### config.mk
export PLATFORM = sky130hd
export DESIGN_NAME = sdr_burst_colgen
export DESIGN_NICKNAME = d
export VERILOG_FILES = /design/src/rtl/sdr_colgen_pkg.sv /design/src/rtl/sdr_colgen_len_decode.sv /design/src/rtl/sdr_colgen_order.sv /design/src/rtl/sdr_colgen_beat_ctr.sv /design/src/rtl/sdr_burst_colgen.sv
export SDC_FILE = /design/constraint.sdc
export NUM_CORES = 1
export LEC_CHECK = 0
export ABC_CLOCK_PERIOD_IN_PS = 4500
export BUFFER_PORTS_ARGS = -buffer_cell sky130_fd_sc_hd__buf_4
export CORE_MARGIN = 2
export CORE_UTILIZATION = 60
export CTS_BUF_LIST = sky130_fd_sc_hd__clkbuf_4
export DETAILED_ROUTE_END_ITERATION = 10
export PLACE_DENSITY = 0.84
export SYNTH_ARGS = -nofsm -noshare
export SYNTH_HDL_FRONTEND = slang
export SYNTH_HIERARCHICAL = 1
export SYNTH_SLANG_ARGS = --single-unit
### constraint.sdc
create_clock -name clk -period 4.5 [get_ports clk]
set_input_delay 0.45 -clock clk [delete_from_list [all_inputs] [get_ports clk]]
set_output_delay 0.45 -clock clk [all_outputs]
set_load 0.02 [all_outputs]
### src/rtl/sdr_colgen_pkg.sv
package sdr_colgen_pkg;

   typedef enum logic [2:0] {
      BLEN_1    = 3'd0,
      BLEN_2    = 3'd1,
      BLEN_4    = 3'd2,
      BLEN_8    = 3'd3,
      BLEN_PAGE = 3'd7
   } blen_e;

   localparam int unsigned BLEN_CODE_W = 3;
   localparam int unsigned MAX_FIXED_LOG2 = 3;

endpackage

### src/rtl/sdr_colgen_len_decode.sv
module sdr_colgen_len_decode
   import sdr_colgen_pkg::*;
#(
   parameter int unsigned COL_W       = 8,
   parameter bit          ALLOW_ITLV  = 1'b1
) (
   input  logic [BLEN_CODE_W-1:0] blen_code,
   input  logic                   itlv_req,
   output logic [COL_W-1:0]       wrap_mask,
   output logic                   page_mode,
   output logic                   itlv_eff
);

   always_comb begin
      wrap_mask = '0;
      page_mode = 1'b0;
      unique case (blen_e'(blen_code))
         BLEN_1:    wrap_mask = COL_W'(0);
         BLEN_2:    wrap_mask = COL_W'(1);
         BLEN_4:    wrap_mask = COL_W'(3);
         BLEN_8:    wrap_mask = COL_W'(7);
         BLEN_PAGE: begin
            wrap_mask = '1;
            page_mode = 1'b1;
         end
         default:   wrap_mask = COL_W'(0);
      endcase
   end

   generate
      if (ALLOW_ITLV) begin : g_itlv_on
         assign itlv_eff = itlv_req & ~page_mode;
      end else begin : g_itlv_off
         assign itlv_eff = 1'b0;
      end
   endgenerate

endmodule

### src/rtl/sdr_colgen_order.sv
module sdr_colgen_order #(
   parameter int unsigned COL_W = 8
) (
   input  logic [COL_W-1:0] base_col,
   input  logic [COL_W-1:0] beat_idx,
   input  logic [COL_W-1:0] wrap_mask,
   input  logic             itlv,
   output logic [COL_W-1:0] col
);

   logic [COL_W-1:0] keep_hi;
   logic [COL_W-1:0] seq_low;
   logic [COL_W-1:0] xor_low;

   assign keep_hi = base_col & ~wrap_mask;
   assign seq_low = (base_col + beat_idx) & wrap_mask;
   assign xor_low = (base_col ^ beat_idx) & wrap_mask;
   assign col     = keep_hi | (itlv ? xor_low : seq_low);

endmodule

### src/rtl/sdr_colgen_beat_ctr.sv
module sdr_colgen_beat_ctr #(
   parameter int unsigned COL_W = 8
) (
   input  logic             clk,
   input  logic             rst_n,
   input  logic             load,
   input  logic             halt,
   input  logic             step,
   input  logic [COL_W-1:0] wrap_mask,
   input  logic             page_mode,
   output logic [COL_W-1:0] beat_idx,
   output logic             active,
   output logic             final_beat
);

   logic at_end;

   assign at_end     = ~page_mode & (beat_idx == wrap_mask);
   assign final_beat = active & at_end;

   always_ff @(posedge clk) begin
      if (!rst_n) begin
         beat_idx <= '0;
         active   <= 1'b0;
      end else if (load) begin
         beat_idx <= '0;
         active   <= 1'b1;
      end else if (halt) begin
         active   <= 1'b0;
      end else if (active && step) begin
         if (at_end) begin
            active   <= 1'b0;
         end else begin
            beat_idx <= beat_idx + 1'b1;
         end
      end
   end

endmodule

### src/rtl/sdr_burst_colgen.sv
module sdr_burst_colgen
   import sdr_colgen_pkg::*;
#(
   parameter int unsigned COL_W      = 8,
   parameter bit          ALLOW_ITLV = 1'b1
) (
   input  logic                   clk,
   input  logic                   rst_n,
   input  logic                   start,
   input  logic [COL_W-1:0]       start_col,
   input  logic [BLEN_CODE_W-1:0] blen_code,
   input  logic                   itlv_sel,
   input  logic                   stop,
   input  logic                   adv,
   output logic [COL_W-1:0]       col,
   output logic                   beat_vld,
   output logic                   beat_last
);

   localparam int unsigned MIN_COL_W = MAX_FIXED_LOG2;

   generate
      if (COL_W < MIN_COL_W) begin : g_bad_width
         $error("sdr_burst_colgen: COL_W must cover an 8-beat block");
      end
      if (COL_W > 16) begin : g_too_wide
         $error("sdr_burst_colgen: COL_W above 16 is not supported");
      end
   endgenerate

   logic [COL_W-1:0] dec_mask;
   logic             dec_page;
   logic             dec_itlv;

   logic [COL_W-1:0] base_q;
   logic [COL_W-1:0] mask_q;
   logic             page_q;
   logic             itlv_q;
   logic [COL_W-1:0] beat_idx;

   sdr_colgen_len_decode #(
      .COL_W      (COL_W),
      .ALLOW_ITLV (ALLOW_ITLV)
   ) u_decode (
      .blen_code (blen_code),
      .itlv_req  (itlv_sel),
      .wrap_mask (dec_mask),
      .page_mode (dec_page),
      .itlv_eff  (dec_itlv)
   );

   always_ff @(posedge clk) begin
      if (!rst_n) begin
         base_q <= '0;
         mask_q <= '0;
         page_q <= 1'b0;
         itlv_q <= 1'b0;
      end else if (start) begin
         base_q <= start_col;
         mask_q <= dec_mask;
         page_q <= dec_page;
         itlv_q <= dec_itlv;
      end
   end

   sdr_colgen_beat_ctr #(
      .COL_W (COL_W)
   ) u_ctr (
      .clk        (clk),
      .rst_n      (rst_n),
      .load       (start),
      .halt       (stop),
      .step       (adv),
      .wrap_mask  (mask_q),
      .page_mode  (page_q),
      .beat_idx   (beat_idx),
      .active     (beat_vld),
      .final_beat (beat_last)
   );

   sdr_colgen_order #(
      .COL_W (COL_W)
   ) u_order (
      .base_col  (base_q),
      .beat_idx  (beat_idx),
      .wrap_mask (mask_q),
      .itlv      (itlv_q),
      .col       (col)
   );

endmodule

======== After elaboration in Yosys (flattened, before gate mapping) ========
Index checks and enable logic that the tools add are counted.
word-level totals
  bits in registers ....................... 27
  input port bits ......................... 17
  output and inout port bits .............. 10
  word-level logic and storage cells ...... 40
cells by class
  add/sub/neg operators ................... 2
  equal/unequal tests ..................... 5
  mux-type cells .......................... 7
  bitwise operators ....................... 14
  reduce and logical (&&, ||, !) cells .... 6
operators with widths
  operator             number
  $pmux 8 s4           1
  $and 8x8->8          3
  $add 8x1->8 const B  1
  $add 8x8->8          1
  $eq 8x8->1           1
  $mux 8               1
  $not 8->8            1
  $or 8x8->8           1
  $xor 8x8->8          1
  $eq 3x2->1 const B   2
  $reduce_bool 3->1    2
  $mux 1               5
  $not 1->1            5
  $and 1x1->1          3
  $eq 3x1->1 const B   1
  $eq 3x3->1 const B   1
  $reduce_and 3->1     1
  $reduce_and 2->1     1
  $reduce_or 2->1      1
  $logic_and 1x1->1    1

======== Longest topological paths before layout ========
Gate-level depths: netlist of run 1.
  word-level depth ........................ 6
  depth in mapped cells ................... 8
  mapped depth without buffers ............ 8

======== By module ========
The synthesis of run 1 kept the hierarchy.
modules (own cells, without submodules)
  module                 times used  cells an instance  area an instance (um^2)  sequential area each (um^2)
  sdr_burst_colgen       1           57                 688.2                    360.3
  sdr_colgen_beat_ctr    1           69                 578.1                    180.2
  sdr_colgen_order       1           61                 420.4                    0.0
  sdr_colgen_len_decode  1           12                 88.8                     0.0

======== Worst setup path after synthesis of run 1 ========
No wires, ideal clock.
  path type ............................... register -> output
  start point ............................. register u_ctr.beat_idx[0]
  end point ............................... output col[6]
  arrival time ............................ 2137 ps
  required time ........................... 4050 ps
  path slack .............................. 1913 ps
  stages on the path, launching flop included .. 9
  buffers on the path ..................... 0
  cells stage by stage .................... dfxtp_1 -> ha_1 -> inv_1 -> fa_1 -> or2b_1 -> a211oi_1 -> a31oi_1 -> xnor2_1 -> mux2_2
between the ends
  cells in the longest elaborated chain, start to end .. 4
RTL lines
  element                 line                       source
  start, declared         sdr_colgen_beat_ctr.sv:11  output logic [COL_W-1:0] beat_idx,
  start signal, assigned  sdr_colgen_beat_ctr.sv:34  beat_idx <= beat_idx + 1'b1;
  $add 8x8->8             sdr_colgen_order.sv:16     assign seq_low = (base_col + beat_idx) & wrap_mask;
  $and 8x8->8             sdr_colgen_order.sv:16
  $mux 8                  sdr_colgen_order.sv:18     assign col = keep_hi | (itlv ? xor_low : seq_low);
  $or 8x8->8              sdr_colgen_order.sv:18
  end, declared           sdr_burst_colgen.sv:15     output logic [COL_W-1:0] col,
Every way passes these cells.

======== Final worst setup path of run 1 ========
Same ends and word-level chain as after synthesis.

==> results of run 1 <==
## cells in the mapped netlist (3+ instances only)
cell	n	share of area
inv_1	7	0.015
o21ai_0	4	0.011
nor2b_1	21	0.074
buf_4	6	0.025
a31oi_1	3	0.011
a21oi_1	9	0.025
nand4_1	5	0.018
a211oi_1	3	0.013
nand2_1	14	0.030
mux2i_1	21	0.12
ha_1	8	0.056
dfxtp_1	27	0.30
a31o_1	3	0.015
nand2b_1	3	0.011
nor2_1	18	0.038
xnor2_1	5	0.025
xor2_1	8	0.039
## cells by family after synthesis
logic type | after synthesis
compound gates | 32
xor+xnor | 13
fa+ha+maj | 9
buf+inv | 19
flops | 27
mux | 23
simple gates | 76
## sequential cells by signal, summed over array words and instances, names as in the netlist
name and count:
base_q 8, mask_q 8, u_ctr/beat_idx 8, itlv_q 1, page_q 1, u_ctr/active 1
## layer usage
layer | vias up | part of all wire | wire, µm
li1 | 722 | - | -
met1 | 700 | 0.43 | 1580
met2 | 55 | 0.51 | 1900
met3 | 6 | 0.043 | 160
met4 | 0 | 0.015 | 55
met5 | - | 0 | 0
## final timing paths
path	start	end	slack [ns]	cells after the start
max	u_ctr/beat_idx[0]$_SDFFE_PP0P_	col[6]	1.21	9
min reg2reg	base_q[6]$_SDFFE_PN0P_	base_q[6]$_SDFFE_PN0P_	0.56	2
min	adv	u_ctr/active$_SDFFE_PN0P_	0.31	2
max reg2reg	u_ctr/beat_idx[4]$_SDFFE_PP0P_	u_ctr/beat_idx[2]$_SDFFE_PP0P_	2.71	5
## area by class of cell
cell class              instances  area [µm²]
clock buffers                   4        30.0
well taps                      31        38.8
flip-flops and latches         27         541
fillers                       211         842
inverters                       7        26.3
multi-input cells             153        1110
repair buffers                 26         195
## critical path, stage by stage, from the launching register on
cell and delay, ns:
dfxtp_1 0.51, ha_1 0.26, inv_1 0.07, fa_1 0.38
or2b_1 0.23, a211oi_1 0.32, a31oi_1 0.17, xnor2_1 0.15
mux2_2 0.26, buf_4 0.15
## power breakdown
group          total, mW  switching (mW)  internal (mW)
Combinational     0.0893          0.0442         0.0451
Sequential         0.257         0.00993          0.248
Clock              0.113          0.0727         0.0408
Total              0.460           0.127          0.333
==> results.cfg, run 1 <==
[cts]
clk_latency_ns = 0.33
cts-root-buf = clkbuf_4
cts_tree = done
cts_sinks = 27
clock_path_buffers = 2
cts_hold_buf = 0
postCtsSetupBuffers = 0
cts_buffers = 3
path_clk_slew_ns = 0.14
h-tree-depth = 1
ctsResizeCount = 0

[cells_and_area]
n_antenna_cell = 0
utilization = 0.697
fin_cells = 248
nNetsFinal = 244
area_growth_pct = 9.23
layout_commonest_cell = dfxtp_1
drive_gt1_frac = 0.189
layout_common_cells = dfxtp_1 (27), buf_4 (26), mux2i_1 (21), nor2b_1 (21), nor2_1 (18)
fin_area_um2 = 1940

[run]
maxCapViolations = 0

[routing]
drt-pass1-iter-count = 4
via_count = 1483
drc = 0
first_iter_violations = 32
drtAntennaViolNets = 0
wl_per_cell_um = 14.9
routed_wl_um = 3700
vias_per_cell = 5.98

[sta]
finClkSkew_ns = 0.00580
fin_crit_sh = 0.731
worstMarginPinSlew_ns = 0.696
timing.final.ws_setup_ns = 1.21
setup_viol = 0
hold_viol = 0
holdWs_ns = 0.306
fin_tns_setup_ns = 0
fin_crit_ns = 3.29
slew_headroom = 0.535
rsz0062_at_grt = false
slew_viol_final = 0
max_clock_freq_mhz = 304

[global_routing]
grt_util_met1 = 0.287
grt_use_met2 = 0.404
busiest_layer = met2
grt_pass1_vias = 1390
grt_start_max_net_pins = 22
antenna_found_initial = 0
use_met3 = 0.0198
grt_overflow = 0
grt_pass1_wl_um = 6040
grt.total_usage = 0.231

[logic_synthesis]
synth_top_family_by_area = simple AND/OR/NAND/NOR gates
synth-compound-area-share = 0.119
synthSimpleGateAreaFrac = 0.242
synth_cells = 199
ys_seq_elements = 27
seq_area_frac_synth = 0.304
synth_fp_nets = 225
ys_async_sr_fraction = 0
synth_cell_type_count = 43
ys_warn_count = 6
syn_area_per_cell_um2 = 8.92
synth_xor_xnor_area_share = 0.0641
synth.cell_area_um2 = 1780
muxShareOfSynthArea = 0.131
synthAdderAreaFrac = 0.0677
synth_edf_count = 0
ys.flop_type = dfxtp_1

[placed_design]
placed_area_um2 = 1910
hpwlAfterDp_um = 2810
io_buffers = 26
dp_slack_ns = 1.63
dp.cells = 244
globalplace.congestion = 0.868

[floorplanning]
io_pins = 27
die_area_um2 = 3410
chipHeight_um = 58.4
fp.dieW_um = 58.4
start_util = 0.638
core_um2 = 2780
num_rows = 19

[setup_path]
crit_required_ns = 4.05
cp_max_fo = 7
critical_path_class = reg -> out
start_kind = register
endpoint_kind = output port
critPathArrivalTime_ns = 2.84

[worst_hold_path]
hp-class = in -> reg

[run_status]
status = finished clean

[power_and_ir_drop]
p_per_area_nw_per_um2 = 237
power_uw = 460
leakagePower_nw = 0.863
irDropWorstVdd_mv = 0.225
Note: power is estimated with default switching activity, not from simulation.
==> run 2: changes to the inputs <==
ABC_CLOCK_PERIOD_IN_PS = 3200   (was 4500)
CORE_UTILIZATION = 59   (was 60)
PLACE_DENSITY = 0.82   (was 0.84)
clock period = 3.2 ns   (was 4.5 ns; I/O delays follow)
==> results.cfg, run 2 (synthesized netlist as in run 1, its figures left out) <==
[cts]
cts-root-buf = clkbuf_4
h-tree-depth = 1
path_clk_slew_ns = 0.14
clock_path_buffers = 2
cts_sinks = 27
clk_latency_ns = 0.34
cts_buffers = 3
postCtsSetupBuffers = 0
cts_tree = done

[placed_design]
placed_area_um2 = 1910
globalplace.congestion = 0.809
dp.cells = 244
hpwlAfterDp_um = 2820
io_buffers = 26

[global_routing]
grt_start_max_net_pins = 22
grt_pass1_wl_um = 6250
grt_pass1_vias = 1349
antenna_found_initial = 0
grt_overflow = 0
grt.total_usage = 0.240

[setup_path]
r2r_cells = 5
critPathArrivalTime_ns = 2.69
rr_endpoint = u_ctr/beat_idx[2]$_SDFFE_PP0P_
endpoint_kind = output port
crit_required_ns = 2.88
cp-startpoint = u_ctr/beat_idx[0]$_SDFFE_PP0P_
rr_startpoint = u_ctr/beat_idx[3]$_SDFFE_PP0P_
cp_max_fo = 7
start_kind = register
cp-endpoint = col[6]
critical_path_class = reg -> out
ff2ff_setup_slack_ns = 1.42

[cells_and_area]
n_antenna_cell = 0
fin_area_um2 = 1950
fin_cells = 248
layout_common_cells = dfxtp_1 (26), buf_4 (26), mux2i_1 (21), nor2b_1 (21), nor2_1 (18)
multi_input_area_um2 = 1110
n_fill_cell = 245
drive_gt1_frac = 0.198
regArea_um2 = 542
area_growth_pct = 9.58
nNetsFinal = 244
reg_top3 = base_q x8, mask_q x8, u_ctr/beat_idx x8

[sta]
setup_viol = 0
worstMarginPinSlew_ns = 0.713
slew_headroom = 0.524
fin_tns_setup_ns = 0
fin_crit_ns = 3.01
finClkSkew_ns = 0.00535
max_clock_freq_mhz = 332
rsz0062_at_grt = false
slew_viol_final = 0
hold_viol = 0
fin_crit_sh = 0.942

[power_and_ir_drop]
p_per_area_nw_per_um2 = 334
leakagePower_nw = 0.864
irDropWorstVdd_mv = 0.260
power_uw = 650

[routing]
drt-pass1-iter-count = 7
route.met2.wl_um = 1810
top_layer_used = met4
vias_per_cell = 5.75
first_iter_violations = 48
routed_wl_um = 3800
wl_met1_um = 1750
drtAntennaViolNets = 0
drc = 2
wl_met3_um = 159
wl_per_cell_um = 15.3
via_count = 1426

[floorplanning]
io_pins = 27
num_rows = 19
start_util = 0.633
fp.dieW_um = 58.9
core_um2 = 2810
die_area_um2 = 3460
chipHeight_um = 58.9

[run_status]
status = finished with violations
violations = design-rule violations

[run]
maxCapViolations = 0

[worst_hold_path]
hp-class = in -> reg
==> run 2: what timing repair did <==
item                       in CTS  in global routing
pin swaps                       0                  0
hold buffers                    0                  0
cloned                          0                  0
setup endpoints to repair       1                  1
gates resized for setup         1                  1
==> run 2: worst min path at each step <==
| stage | startpoint | to | slack (ns) | depth (start not counted) |
|---|---|---|---|---|
| final | adv | u_ctr/active$_SDFFE_PN0P_ | 0.16 | 2 |
| after CTS | adv | u_ctr/active$_SDFFE_PN0P_ | 0.16 | 2 |
| after floorplan | adv | u_ctr/active$_SDFFE_PN0P_ | 0.43 | 1 |
| after global placement | page_q$_SDFFE_PN0P_ | page_q$_SDFFE_PN0P_ | 0.50 | 2 |
| after global routing | adv | u_ctr/active$_SDFFE_PN0P_ | 0.16 | 2 |
| after detailed placement | adv | u_ctr/active$_SDFFE_PN0P_ | 0.53 | 2 |
==> run 2: cell type report <==
cell class              count  area share
multi-input cells         153       0.572
flip-flops and latches     27       0.278
repair buffers             26       0.100
well taps                  31      0.0199
clock buffers               4      0.0154
inverters                   7      0.0135
==> run 2: power breakdown <==
group          switching (mW)  internal [mW]
Combinational          0.0620         0.0633
Sequential             0.0141          0.348
Clock                   0.105         0.0576
Total                   0.181          0.469
==> run 2: critical path: stages (launching register included) <==
cell and delay, ns:
dfxtp_2 0.44, ha_1 0.23, inv_1 0.09, fa_1 0.40, or2b_1 0.25, a211oi_2 0.25, a31oi_1 0.14, xnor2_1 0.14
mux2_2 0.26, buf_4 0.16
==> run 2: routing by layer <==
layer	track usage	up-vias
met5	0	-
met4	0.0974	0
met3	0.0374	7
met2	0.386	35
met1	0.322	660
li1	-	724
==> run 2: per-stage QoR <==
stage / utilization / worst slack [ns] / hold WS, ns
finish: 0.694 / 0.186 / 0.163
detailed placement: 0.681 / 0.436 / 0.533
floorplan: - / 0.743 / 0.427
CTS: 0.692 / 0.0994 / 0.159
global placement: 0.681 / 0.524 / 0.498
global route: 0.694 / 0.0720 / 0.158
